--- src/rtl/bib_pkg.sv ---
package bib_pkg;
    typedef enum logic {S_IDLE, S_BUSY} seq_state_e;

    function automatic logic even_par(input logic [7:0] b);
        return ^b;
    endfunction

    // lane count selected by the width code
    function automatic logic [2:0] lanes_of(input logic [1:0] code);
        case (code)
            2'd0:    return 3'd1;
            2'd1:    return 3'd2;
            default: return 3'd4;
        endcase
    endfunction
endpackage

--- src/rtl/bib_fifo.sv ---
module bib_fifo #(
    parameter int DEPTH = 16,
    parameter int LANES = 4,
    localparam int PW = $clog2(DEPTH),
    localparam int CW = $clog2(DEPTH + 1),
    localparam int NW = $clog2(LANES + 1)
) (
    input  logic               clk,
    input  logic               rst_n,
    input  logic [NW-1:0]      push_n,
    input  logic [LANES*8-1:0] push_data,
    input  logic [NW-1:0]      pop_n,
    output logic [LANES*8-1:0] head,
    output logic [CW-1:0]      count
);
    typedef struct packed {
        logic [DEPTH-1:0][7:0] mem;
        logic [PW-1:0]         rd;
        logic [PW-1:0]         wr;
        logic [CW-1:0]         cnt;
    } fifo_t;

    fifo_t q, d;

    always_comb begin
        d = q;
        for (int k = 0; k < LANES; k++) begin
            if (k < int'(push_n))
                d.mem[PW'(q.wr + PW'(k))] = push_data[k*8 +: 8];
        end
        d.wr  = q.wr + PW'(push_n);
        d.rd  = q.rd + PW'(pop_n);
        d.cnt = q.cnt + CW'(push_n) - CW'(pop_n);
    end

    always_ff @(posedge clk or negedge rst_n) begin
        if (!rst_n) q <= '0;
        else        q <= d;
    end

    always_comb begin
        for (int k = 0; k < LANES; k++)
            head[k*8 +: 8] = q.mem[PW'(q.rd + PW'(k))];
    end

    assign count = q.cnt;
endmodule

--- src/rtl/bib_seq.sv ---
module bib_seq
    import bib_pkg::*;
#(
    parameter int AW    = 8,
    parameter int BURST = 16,
    localparam int BW = $clog2(BURST + 1)
) (
    input  logic          clk,
    input  logic          rst_n,
    input  logic          start,
    input  logic          start_wr,
    input  logic          start_burst,
    input  logic [AW-1:0] start_addr,
    input  logic [2:0]    start_nb,
    input  logic          host_beat,
    input  logic          ib_xfer,
    output logic          busy,
    output logic          wr,
    output logic [2:0]    nb,
    output logic [BW-1:0] beats,
    output logic [BW-1:0] bytes,
    output logic [AW-1:0] addr
);
    typedef struct packed {
        seq_state_e    st;
        logic          wr;
        logic [2:0]    nb;
        logic [BW-1:0] beats;
        logic [BW-1:0] bytes;
        logic [AW-1:0] addr;
    } seq_t;

    seq_t q, d;

    always_comb begin
        d = q;
        case (q.st)
            S_IDLE: begin
                if (start) begin
                    d.st   = S_BUSY;
                    d.wr   = start_wr;
                    d.nb   = start_nb;
                    d.addr = start_addr;
                    if (start_burst) begin
                        d.bytes = BW'(BURST);
                        d.beats = (start_nb == 3'd4) ? BW'(BURST / 4) :
                                  (start_nb == 3'd2) ? BW'(BURST / 2) : BW'(BURST);
                    end else begin
                        d.bytes = BW'(start_nb);
                        d.beats = BW'(1);
                    end
                end
            end
            S_BUSY: begin
                if (host_beat) d.beats = q.beats - BW'(1);
                if (ib_xfer) begin
                    d.bytes = q.bytes - BW'(1);
                    d.addr  = q.addr + AW'(1);
                end
                if (q.wr ? (d.bytes == '0) : (d.beats == '0)) d.st = S_IDLE;
            end
        endcase
    end

    always_ff @(posedge clk or negedge rst_n) begin
        if (!rst_n) q <= '{st: S_IDLE, default: '0};
        else        q <= d;
    end

    assign busy  = (q.st == S_BUSY);
    assign wr    = q.wr;
    assign nb    = q.nb;
    assign beats = q.beats;
    assign bytes = q.bytes;
    assign addr  = q.addr;
endmodule

--- src/rtl/bib_bridge.sv ---
module bib_bridge
    import bib_pkg::*;
#(
    parameter int AW    = 8,
    parameter int HW    = 32,
    parameter int DEPTH = 16,
    parameter int BURST = 16,
    localparam int HB = HW / 8,
    localparam int CW = $clog2(DEPTH + 1),
    localparam int NW = $clog2(HB + 1),
    localparam int BW = $clog2(BURST + 1)
) (
    input  logic          clk,
    input  logic          rst_n,
    input  logic [1:0]    cfg_width,
    input  logic          cfg_par_en,
    input  logic          h_cmd_valid,
    input  logic          h_cmd_wr,
    input  logic          h_cmd_burst,
    input  logic [AW-1:0] h_cmd_addr,
    output logic          h_cmd_rdy,
    input  logic          h_wvalid,
    input  logic [HW-1:0] h_wdata,
    input  logic [HB-1:0] h_wpar,
    output logic          h_wready,
    output logic          h_rvalid,
    input  logic          h_rready,
    output logic [HW-1:0] h_rdata,
    output logic [HB-1:0] h_rpar,
    output logic          ib_req,
    input  logic          ib_gnt,
    output logic          ib_stb,
    output logic          ib_wr,
    output logic [AW-1:0] ib_addr,
    output logic [7:0]    ib_wdata,
    output logic          ib_wpar,
    input  logic [7:0]    ib_rdata,
    input  logic          ib_rpar,
    input  logic          err_clr,
    output logic          par_err
);
    typedef struct packed {
        logic err;
    } err_t;

    logic          busy, wr;
    logic [2:0]    nb;
    logic [BW-1:0] beats, bytes;
    logic [AW-1:0] addr;
    logic [CW-1:0] wcnt, rcnt;
    logic [HW-1:0] whead, rhead, wpush_data;
    logic          start, h_wacc, h_racc, hw_bad, rd_bad;
    logic [NW-1:0] wpush_n, wpop_n, rpush_n, rpop_n;
    err_t          err_q, err_d;

    assign start    = !busy && h_cmd_valid;
    assign h_wready = busy && wr && (beats != '0) && ((CW'(DEPTH) - wcnt) >= CW'(nb));
    assign h_rvalid = busy && !wr && (beats != '0) && (rcnt >= CW'(nb));
    assign h_wacc   = h_wready && h_wvalid;
    assign h_racc   = h_rvalid && h_rready;
    assign ib_req   = busy && (bytes != '0);
    assign ib_stb   = ib_req && ib_gnt && (wr ? (wcnt != '0) : (rcnt != CW'(DEPTH)));

    assign wpush_n = h_wacc ? NW'(nb) : '0;
    assign wpop_n  = NW'(ib_stb && wr);
    assign rpush_n = NW'(ib_stb && !wr);
    assign rpop_n  = h_racc ? NW'(nb) : '0;

    bib_seq #(.AW(AW), .BURST(BURST)) u_seq (
        .clk(clk), .rst_n(rst_n),
        .start(start), .start_wr(h_cmd_wr), .start_burst(h_cmd_burst),
        .start_addr(h_cmd_addr), .start_nb(lanes_of(cfg_width)),
        .host_beat(h_wacc || h_racc), .ib_xfer(ib_stb),
        .busy(busy), .wr(wr), .nb(nb), .beats(beats), .bytes(bytes), .addr(addr)
    );

    bib_fifo #(.DEPTH(DEPTH), .LANES(HB)) u_wfifo (
        .clk(clk), .rst_n(rst_n),
        .push_n(wpush_n), .push_data(wpush_data), .pop_n(wpop_n),
        .head(whead), .count(wcnt)
    );

    bib_fifo #(.DEPTH(DEPTH), .LANES(HB)) u_rfifo (
        .clk(clk), .rst_n(rst_n),
        .push_n(rpush_n), .push_data({{(HW-8){1'b0}}, ib_rdata}), .pop_n(rpop_n),
        .head(rhead), .count(rcnt)
    );

    // lane reordering: highest used lane travels first
    always_comb begin
        wpush_data = '0;
        hw_bad     = 1'b0;
        h_rdata    = '0;
        for (int k = 0; k < HB; k++) begin
            if (k < int'(nb)) begin
                wpush_data[k*8 +: 8] = h_wdata[(int'(nb) - 1 - k)*8 +: 8];
                if (h_wpar[k] != even_par(h_wdata[k*8 +: 8])) hw_bad = 1'b1;
                h_rdata[k*8 +: 8] = rhead[(int'(nb) - 1 - k)*8 +: 8];
            end
        end
        for (int j = 0; j < HB; j++)
            h_rpar[j] = even_par(h_rdata[j*8 +: 8]);
    end

    assign rd_bad = ib_stb && !wr && (ib_rpar != even_par(ib_rdata));

    always_comb begin
        err_d = err_q;
        if (err_clr) err_d.err = 1'b0;
        if (rd_bad || (h_wacc && cfg_par_en && hw_bad)) err_d.err = 1'b1;
    end

    always_ff @(posedge clk or negedge rst_n) begin
        if (!rst_n) err_q <= '0;
        else        err_q <= err_d;
    end

    assign h_cmd_rdy = !busy;
    assign ib_wr     = wr;
    assign ib_addr   = addr;
    assign ib_wdata  = whead[7:0];
    assign ib_wpar   = even_par(whead[7:0]);
    assign par_err   = err_q.err;
endmodule

--- config.mk ---
export PLATFORM = sky130hd
export DESIGN_NAME = bib_bridge
export DESIGN_NICKNAME = d
export VERILOG_FILES = /design/src/rtl/bib_pkg.sv /design/src/rtl/bib_fifo.sv /design/src/rtl/bib_seq.sv /design/src/rtl/bib_bridge.sv
export SDC_FILE = /design/constraint.sdc
export NUM_CORES = 1
export LEC_CHECK = 0
export BUFFER_PORTS_ARGS = -buffer_cell sky130_fd_sc_hd__buf_2
export CAP_MARGIN = 10
export CORE_MARGIN = 2
export CORE_UTILIZATION = 57
export DETAILED_ROUTE_END_ITERATION = 10
export HOLD_SLACK_MARGIN = 0.05
export PLACE_DENSITY_LB_ADDON = 0.12
export SKIP_CTS_REPAIR_TIMING = 1
export SLEW_MARGIN = 20
export SYNTH_ARGS = -nofsm -noshare
export SYNTH_HDL_FRONTEND = slang
export SYNTH_SLANG_ARGS = --single-unit
--- constraint.sdc ---
create_clock -name clk -period 4.6 [get_ports clk]
set_input_delay 0.92 -clock clk [delete_from_list [all_inputs] [get_ports clk]]
set_output_delay 0.92 -clock clk [all_outputs]
set_load 0.01 [all_outputs]
# --- Word level (Yosys, flattened, before mapping) ---
# Cells that the tools add are included.
# W data, S select, Z words.
totals:
  memories: 0
  romBits: 0
  out_inout_bits: 60
  input_bits: 65
  register_bits: 306
  ram_bits: 0
  word_cells: 252
  latch_bits: 0
op_classes:
  mux: 73
  multipliers: 0
  n_eq_ne: 11
  div: 0
  n_reduce_logical: 48
  n_bitwise: 7
  addsub: 25
  n_lt_le_gt_ge: 35
  n_shift: 8
op_table:
  columns: ["cell", "n"]
  rows:
  - ["$mux W128", 8]
  - ["$bwmux W128", 5]
  - ["$and A128 B128 Y128", 3]
  - ["$not A128 Y128", 3]
  - ["$demux W8 S4", 8]
  - ["$mux W8", 21]
  - ["$bmux W8 S4", 5]
  - ["$shiftx A32 B32 Y8", 4]
  - ["$reduce_xor A8 Y1", 10]
  - ["$lt A4 B5 Y1 const B", 13]
  - ["$shiftx A32 B7 Y8", 2]
  - ["$shiftx A32 B8 Y8", 2]
  - ["$pmux W18 S2", 1]
  - ["$ge A4 B1 Y1 const B", 8]
  - ["$mux W13", 2]
  - ["$logic_and A1 B1 Y1", 25]
  - ["$add A4 B2 Y4 const B", 6]
  - ["$mux W23", 1]
  - ["$mux W5", 4]
  - ["$reduce_bool A5 Y1", 3]
  - ["$mux W1", 13]
  - ["$add A4 B1 Y4 const B", 3]
  - ["$lt A1 B3 Y1 const A", 4]
  - ["$lt A2 B3 Y1 const A", 4]
  - ["32 further kinds", 49]

# --- Longest topological paths before layout ---
# Gate-level depths: netlist of the first run.
depth:
  word_depth: 13
  depth_mapped: 19
  ltp_nobuf: 18

# --- Cells and area by module ---
# Synthesis of the first run repeated with hierarchy kept, for this count alone.
unflattened:
  cells_unflattened: 3390
  hier_area_um2: 33103.0
modules_own_cells:
  columns: ["module", "area_each_um2", "cells_each", "instances"]
  rows:
  - ["bib_fifo at u_rfifo", 14053.5, 1357, 1]
  - ["bib_fifo at u_wfifo", 14023.4, 1474, 1]
  - ["bib_bridge", 3649.8, 415, 1]
  - ["bib_seq", 1376.3, 144, 1]

# --- Worst setup path after synthesis of the first run ---
# No wires, ideal clock.
synth_timing:
  kind: "register to output"
  start: "register u_rfifo.q[10] (netlist name)"
  end: "output h_rpar[1]"
  path_stages_with_launch: 17
  setup_slack_ns: -0.421
  t_arrival_ns: 4.101
  cell_sequence: "dfrtp_1 buf_4 buf_4 buf_2 clkinv_1 ha_1 buf_2 clkbuf_1 mux4_2 and2_1 a211oi_1 a31oi_1 mux2_4 mux2i_1 xnor2_1 xnor3_1 nor2_1"
synth_between:
  elab_chain_len: 6
  elab_cells_between_ends: 14
  classes_between: "add/sub (3); shift (1); mux (9); reduce/logical (1)"
synth_lines:
  columns: ["item", "line", "source"]
  rows:
  - ["start, declared", "bib_fifo.sv:23", "fifo_t q, d;"]
  - ["start signal, assigned", "bib_fifo.sv:37", "if (!rst_n) q <= '0;"]
  - ["start signal, assigned", "bib_fifo.sv:38", "else q <= d;"]
  - ["$add A4 B1 Y4 / $add A4 B2 Y4 (equally long branches)", "bib_fifo.sv:43", "head[k*8 +: 8] = q.mem[PW'(q.rd + PW'(k))];"]
  - ["$bmux W8 S4", "bib_fifo.sv:43", null]
  - ["$mux W8 (not written as such)", "bib_fifo.sv:43", null]
  - ["$shiftx A32 B32 Y8 (*)", "bib_bridge.sv:98", "h_rdata[k*8 +: 8] = rhead[(int'(nb) - 1 - k)*8 +: 8];"]
  - ["$mux W8 (*)", "bib_bridge.sv:95", "if (k < int'(nb)) begin"]
  - ["$reduce_xor A8 Y1 (*)", "bib_pkg.sv:5", "return ^b;"]
  - ["end, declared", "bib_bridge.sv:29", "output logic [HB-1:0] h_rpar,"]
# Every way passes the cells marked *; elsewhere a longest branch is shown, timed or not. The select of a mux whose other input is x is not followed.

# --- Worst setup path after layout of the first run ---
layout_timing:
  start: "register u_rfifo.q[10] (netlist name)"
  end: "output h_rpar[3]"
layout_between:
  elab_chain_len: 6
  elab_cells_between_ends: 14
  classes_between: "add/sub (3); shift (1); mux (9); reduce/logical (1)"
layout_lines:
  columns: ["item", "line"]
  rows:
  - ["$add A4 B1 Y4 / $add A4 B2 Y4 (equally long branches)", "bib_fifo.sv:43"]
  - ["$bmux W8 S4", "bib_fifo.sv:43"]
  - ["$mux W8 (not written as such)", "bib_fifo.sv:43"]
  - ["$shiftx A32 B8 Y8 (*)", "bib_bridge.sv:98"]
  - ["$mux W8 (*)", "bib_bridge.sv:95"]
  - ["$reduce_xor A8 Y1 (*)", "bib_pkg.sv:5"]
# Marks and branches as above.

==> flow_metrics.py, run 1 <==
metrics = {
    "run_status": {
        "run_status": "finished with violations",
        "violated_checks": "negative setup slack",
    },
    "setup_path": {
        "cp_top_family": "XOR/XNOR gates",
        "timing.critical_path.fanout_max": 8,
        "timing.critical_path.cells": "clkinv_4 > ha_4 > buf_12 > buf_4 > mux4_2 > mux2i_1 > mux2i_2 > a22oi_1 > nand2_1 > xor2_2 > xnor2_1 > xnor3_1 > nor2_2 > buf_2",
        "critical_path_buf_inv_count": 4,
        "worstSetupEndpointType": "output pin",
        "worstPathRequired_ns": 3.68,
        "slowest_delay_ns": 0.46,
        "timing.critical_path.arrival_ns": 3.92,
        "timing.critical_path.slowest_stage_cell": "sky130_fd_sc_hd__dfrtp_2",
        "timing_worst_setup_path_type": "register to output pin",
        "timing.critical_path.from_type": "register",
    },
    "power": {
        "vdd_drop_max_v": 0.000940,
        "finalPower_uw": 26400,
        "switching_share_pct": 47.3,
        "power.leakage_uw": 0.0124,
        "internal_power_uw": 13900,
        "power_density_of_the_placed_cells_mw_per_mm2": 942,
        "clock_power_share_pct": 11.9,
        "power_frac_comb_pct": 69.2,
        "p_switching_uw": 12500,
        "p_seq_share_pct": 18.9,
    },
    "global_route": {
        "grt_max_degree": 79,
        "via_count_of_the_first_global_routing_pass": 21100,
        "number_of_antenna_violations_at_the_first_check_in_global_routing": 5,
        "combined_global_route_utilization_of_all_metal_layers_pct": 39.1,
        "grt_first_pass_wirelength_mm": 131,
        "total_global_routing_overflow": 0,
    },
    "clocking": {
        "cts_made_buffers": 39,
        "clk_transition_reported_paths_ns": 0.06,
        "clk_latency_ns": 0.57,
        "tritoncts": "yes",
        "htreeDepth": 2,
        "clockRootBuffer": "sky130_fd_sc_hd__clkbuf_16",
        "clock_sink_count": 306,
        "ctsLongestPathBuffers": 3,
    },
    "sta": {
        "timing.clock.skew_ns": 0.0166,
        "worst_slew_pin_slew_ns": 1.08,
        "timing.final.setup_violations": 4,
        "maxSlewViolCount": 0,
        "layout_setup_ws_ns": -0.239,
        "hold_slack_ns": 0.337,
        "fin_crit_sh_pct": 105,
        "slew_headroom_pct": 27.5,
        "min_period_ns": 4.84,
        "finalHoldViolCount": 0,
        "max_freq_mhz": 207,
        "grt_setup_unrepaired": "yes",
        "setup_total_negative_slack_ns": -0.866,
    },
    "finish": {
        "area.growth.synth_to_final_pct": 14.1,
        "post_route_cells_drive_above_1_share_pct": 30.5,
        "final_net_count": 2660,
        "layout_commonest_cell": "sky130_fd_sc_hd__dfrtp_1",
        "mostFrequentLayoutCells": "sky130_fd_sc_hd__dfrtp_1 (301), sky130_fd_sc_hd__nand2_1 (259), sky130_fd_sc_hd__mux2_2 (222)",
        "stdcell_count": 3113,
    },
    "die": {
        "die_area_mm2": 0.0448,
        "die_x_um": 212,
        "start_util_pct": 57.4,
        "design.core.area_mm2": 0.0428,
        "die_h_um": 212,
        "ioPinCount": 125,
        "row_count": 76,
    },
    "logic_synthesis": {
        "biggest_area_contributors_in_the_synthesized_netlist": "sky130_fd_sc_hd__dfrtp_1 (31%), sky130_fd_sc_hd__mux4_2 (13%), sky130_fd_sc_hd__mux2_2 (10%)",
        "netlist-cell-type-count": 76,
        "synth_top_area_cell": "sky130_fd_sc_hd__dfrtp_1",
        "asyncSetResetFlopFracSynth_pct": 100,
        "dominantRegCellSynth": "sky130_fd_sc_hd__dfrtp_1",
        "synthCells": 2403,
        "synth-seq-cells": 306,
        "yosysTopAreaCellShare_pct": 31.2,
        "yosys_warnings": 2,
        "synth_seq_area_share_pct": 31.2,
        "synthesis.nets": 2523,
        "synth_area_mm2": 0.0246,
        "synth-edff-count": 0,
        "post_synth.cell_area_avg_um2": 10.2,
    },
    "placed_design": {
        "post-dp-hpwl_mm": 60.0,
        "place_congestion": 0.990,
        "number_of_i_o_port_buffers": 124,
        "post-place-ws_ns": 0.205,
        "placed_cells_incl_taps": 3032,
    },
    "detailed_routing": {
        "detailedRoute.firstIterationViolations": 2730,
        "antenna_left": 0,
        "drt_wl_total_mm": 88.5,
        "post-route-drc-count": 0,
        "detailroute.via_count": 22200,
        "avgViaCountPerCell": 7.12,
        "routedWlPerCell_um": 28.4,
        "drt_pass1_iterations": 7,
    },
    "worst_hold_path": {
        "worstHoldPathType": "input pin to async pin",
    },
    "job": {
        "maxCapViolCount": 0,
    },
}
-- final cells by class --
cell class              count  area, um2
well taps                 546        683
repair buffers            277       2060
inverters                  55        211
clock buffers              57       1160
flip-flops and latches    306       7670
clock inverters            10        130
diodes                      1       2.50
fillers                  3341      14700
multi-input cells        1861      16100
-- path summary, 6_finish.rpt --
kind,to,from,cells past startpoint,slack (ns)
setup / recovery,h_rpar[3],u_rfifo.q[10],14,-0.24
hold / removal,u_seq.busy,rst_n,1,0.34
setup reg to reg,register,u_wfifo.count[0],14,0.90
hold reg to reg,u_seq.addr[1],u_seq.addr[1],2,0.55
max in group asynchronous,async pin,rst_n,2,3.20
min in group clk,u_seq.addr[1],u_seq.addr[1],2,0.55
-- kinds of logic (layout without fill, tap and decap cells) --
logic type / count (synthesis) / in the layout / synth area share, %
AO/OA/AOI/OAI: 623 / 623 / 17.0
multiplexers: 547 / 547 / 30.5
AND/OR/NAND/NOR: 530 / 530 / 9.95
flip-flops: 306 / 306 / 31.2
buffers and inverters: 236 / 399 / 4.31
XOR/XNOR: 106 / 106 / 4.14
adder cells (fa/ha/maj): 55 / 55 / 2.92
other: 0 / 1 / 0
-- power groups by stage --
stage	logic, uW	clock network (uW)	registers [uW]
after floorplan	11900	0	4410
after global placement	16500	0	4900
after detailed placement	16800	0	4960
after CTS	16900	3180	4920
after global routing	19200	3280	5100
final	18300	3150	5000
-- cells in the mapped netlist (10+ instances only) --
| cell | count |
|---|---|
| sky130_fd_sc_hd__nor3_1 | 18 |
| sky130_fd_sc_hd__clkbuf_1 | 129 |
| sky130_fd_sc_hd__xor2_1 | 18 |
| sky130_fd_sc_hd__nor2b_1 | 15 |
| sky130_fd_sc_hd__a21oi_1 | 173 |
| sky130_fd_sc_hd__mux2_2 | 222 |
| sky130_fd_sc_hd__mux4_2 | 138 |
| sky130_fd_sc_hd__a221oi_1 | 13 |
| sky130_fd_sc_hd__mux2i_1 | 184 |
| sky130_fd_sc_hd__inv_1 | 51 |
| sky130_fd_sc_hd__nor2_1 | 127 |
| sky130_fd_sc_hd__nand2b_1 | 11 |
| sky130_fd_sc_hd__ha_1 | 51 |
| sky130_fd_sc_hd__a22oi_1 | 158 |
| sky130_fd_sc_hd__buf_2 | 20 |
| sky130_fd_sc_hd__nand2_1 | 260 |
| sky130_fd_sc_hd__nand4_1 | 10 |
| sky130_fd_sc_hd__dfrtp_1 | 306 |
| sky130_fd_sc_hd__xnor2_1 | 81 |
| sky130_fd_sc_hd__o21ai_0 | 53 |
| sky130_fd_sc_hd__buf_4 | 10 |
| sky130_fd_sc_hd__and2_1 | 13 |
| sky130_fd_sc_hd__o211ai_1 | 137 |
| sky130_fd_sc_hd__buf_1 | 10 |
| sky130_fd_sc_hd__a211oi_1 | 24 |
| sky130_fd_sc_hd__nand3_1 | 15 |
-- stage by stage --
stage | utilization [%] | instance area, um2
floorplan | - | 24600
CTS | 64.5 | 27600
global placement | 61.5 | 26300
global route | 65.6 | 28100
finish | 65.6 | 28100
detailed placement | 61.5 | 26300
-- routing by layer --
layer / track usage [%] / vias up / part of all wire, %
li1: - / 9437 / -
met1: 49.6 / 10900 / 37
met2: 61.9 / 1413 / 46
met3: 7.62 / 363 / 9.6
met4: 24.6 / 6 / 7.4
met5: 0 / - / 0.040
Note: power is estimated with default switching activity, not from simulation.
==> run 2, diff against run 1 <==
Settings changed: SETUP_SLACK_MARGIN set to 0.1.
==> run 2 against run 1 <==
Against the previous run: the flow still finishes with violations (negative setup slack); register-to-register slack got worse by 0.45 ns; final cell count grew 0.58%; first-iteration DRC count down 6.7%; die area unchanged; clock skew decreased by 0.0041 ns; final area increased by 0.99%; global-route usage down 0.25 points; maximum frequency is 1.8% lower; clock-buffer cell count fell by 1; largest power group unchanged.
==> flow_metrics.py, run 2 (synthesis gave the netlist of run 1 again) <==
metrics = {
    "run_status": {
        "run_status": "finished with violations",
        "violated_checks": "negative setup slack",
    },
    "clocking": {
        "cts_made_buffers": 39,
        "clk_transition_reported_paths_ns": 0.06,
        "clockRootBuffer": "sky130_fd_sc_hd__clkbuf_16",
        "clock_sink_count": 306,
        "htreeDepth": 2,
        "clk_latency_ns": 0.56,
        "tritoncts": "yes",
        "ctsLongestPathBuffers": 3,
    },
    "placed_design": {
        "post-dp-hpwl_mm": 59.9,
        "number_of_i_o_port_buffers": 124,
        "placed_cells_incl_taps": 3027,
        "place_congestion": 1.02,
    },
    "detailed_routing": {
        "post-route-drc-count": 0,
        "detailroute.via_count": 22100,
        "detailedRoute.firstIterationViolations": 2548,
        "drt_wl_total_mm": 88.2,
        "routedWlPerCell_um": 28.2,
        "antenna_left": 0,
        "avgViaCountPerCell": 7.04,
        "drt_pass1_iterations": 6,
    },
    "job": {
        "maxCapViolCount": 0,
    },
    "finish": {
        "mostFrequentLayoutCells": "sky130_fd_sc_hd__dfrtp_1 (302), sky130_fd_sc_hd__nand2_1 (260), sky130_fd_sc_hd__mux2_2 (218)",
        "stdcell_count": 3131,
        "filler_cell_count": 3377,
        "area.growth.synth_to_final_pct": 15.3,
        "final_net_count": 2675,
        "layout_commonest_cell": "sky130_fd_sc_hd__dfrtp_1",
        "antenna-diode-count": 0,
        "post_route_cells_drive_above_1_share_pct": 31.0,
    },
    "sta": {
        "layout_setup_ws_ns": -0.326,
        "timing.final.setup_violations": 4,
        "finalHoldViolCount": 0,
        "grt_setup_unrepaired": "yes",
        "min_period_ns": 4.93,
        "timing.clock.skew_ns": 0.0125,
        "hold_slack_ns": 0.440,
        "worst_slew_pin_slew_ns": 0.965,
        "max_freq_mhz": 203,
        "slew_headroom_pct": 35.1,
        "fin_crit_sh_pct": 107,
        "maxSlewViolCount": 0,
    },
    "die": {
        "design.core.area_mm2": 0.0428,
        "die_area_mm2": 0.0448,
        "die_x_um": 212,
        "ioPinCount": 125,
        "die_h_um": 212,
        "row_count": 76,
        "start_util_pct": 57.4,
    },
    "global_route": {
        "total_global_routing_overflow": 0,
        "grt_first_pass_wirelength_mm": 131,
        "grt_max_degree": 113,
        "combined_global_route_utilization_of_all_metal_layers_pct": 38.9,
        "number_of_antenna_violations_at_the_first_check_in_global_routing": 3,
        "via_count_of_the_first_global_routing_pass": 21700,
    },
    "worst_hold_path": {
        "worstHoldPathType": "input pin to async pin",
    },
    "setup_path": {
        "timing.critical_path.from_type": "register",
        "worst_r2r_path_depth": 12,
        "worstSetupEndpointType": "output pin",
        "timing.critical_path.arrival_ns": 4.01,
        "worstPathRequired_ns": 3.68,
        "timing.critical_path.fanout_max": 12,
        "timing_worst_setup_path_type": "register to output pin",
    },
    "power": {
        "power.leakage_uw": 0.0125,
        "power_density_of_the_placed_cells_mw_per_mm2": 949,
        "vdd_drop_max_v": 0.000705,
    },
}
[run 2: changes by cell type in the layout (fill, tap and decap cells not counted), sizes merged]
| cell | before | now |
|---|---|---|
| clkinv | 8 | 11 |
| diode | 1 | 0 |
| buf | 271 | 285 |
| inv | 52 | 54 |
[run 2: worst paths after layout]
path | start | to | slack [ns]
hold reg to reg | u_wfifo.count[0] | u_wfifo.count[0] | 0.54
max in group asynchronous | rst_n | async pin | 3.20
min in group clk | u_wfifo.count[0] | u_wfifo.count[0] | 0.54
setup / recovery | u_rfifo.q[9] | h_rpar[0] | -0.33
setup reg to reg | u_seq.nb[0] | u_wfifo.q[60] | 0.45
hold / removal | rst_n | u_seq.bytes[3] | 0.44
[run 2: area by class of cell]
cell class / count / area, um2 / area share, %
inverter: 55 / 211 / 0.746
clock inverter: 15 / 163 / 0.574
tap: 546 / 683 / 2.41
multi-input combinational: 1861 / 16200 / 57.1
timing repair buffer: 292 / 2260 / 7.98
clock buffer: 56 / 1170 / 4.14
sequential: 306 / 7660 / 27.1
[run 2: layer usage]
metal / up-vias / global-route usage (%) / wire [um]
li1: 9439 / - / -
met1: 10900 / 48.0 / 32800
met2: 1332 / 62.7 / 41400
met3: 356 / 9.18 / 8330
met4: 4 / 22.2 / 5680
met5: - / 0 / 23
[run 2: stage by stage]
| step | setup TNS [ns] | instance area [um2] | total power, uW | util, % | worst slack, ns |
|---|---|---|---|---|---|
| finish | -1.14 | 28300 | 26900 | 66.2 | -0.326 |
| global route | -1.44 | 28300 | 28000 | 66.2 | -0.392 |
| CTS | -1.53 | 27600 | 24900 | 64.5 | -0.473 |
| detailed placement | 0 | 26200 | 21600 | 61.3 | 0.135 |
| global placement | 0 | 26200 | 21200 | 61.3 | 0.198 |
| floorplan | 0 | 24600 | 16300 | - | 0.0862 |
[run 2: worst max-delay path, stage by stage (launching register included)]
cell	delay, ns
sky130_fd_sc_hd__dfrtp_4	0.46
sky130_fd_sc_hd__inv_1	0.09
sky130_fd_sc_hd__ha_4	0.35
sky130_fd_sc_hd__buf_4	0.18
sky130_fd_sc_hd__clkbuf_16	0.18
sky130_fd_sc_hd__mux4_2	0.31
sky130_fd_sc_hd__mux2i_1	0.23
sky130_fd_sc_hd__mux2i_2	0.16
sky130_fd_sc_hd__a22o_1	0.27
sky130_fd_sc_hd__nor2_2	0.19
sky130_fd_sc_hd__xnor2_2	0.17
sky130_fd_sc_hd__xnor2_2	0.15
sky130_fd_sc_hd__xnor3_1	0.38
sky130_fd_sc_hd__and2_4	0.19
sky130_fd_sc_hd__buf_6	0.11
[run 2: power by group]
part	total [uW]	leakage (uW)	switching (uW)	internal, uW
registers	4970	0.00398	1210	3760
clock network	3210	0.000660	1270	1940
logic	18700	0.00790	10100	8560
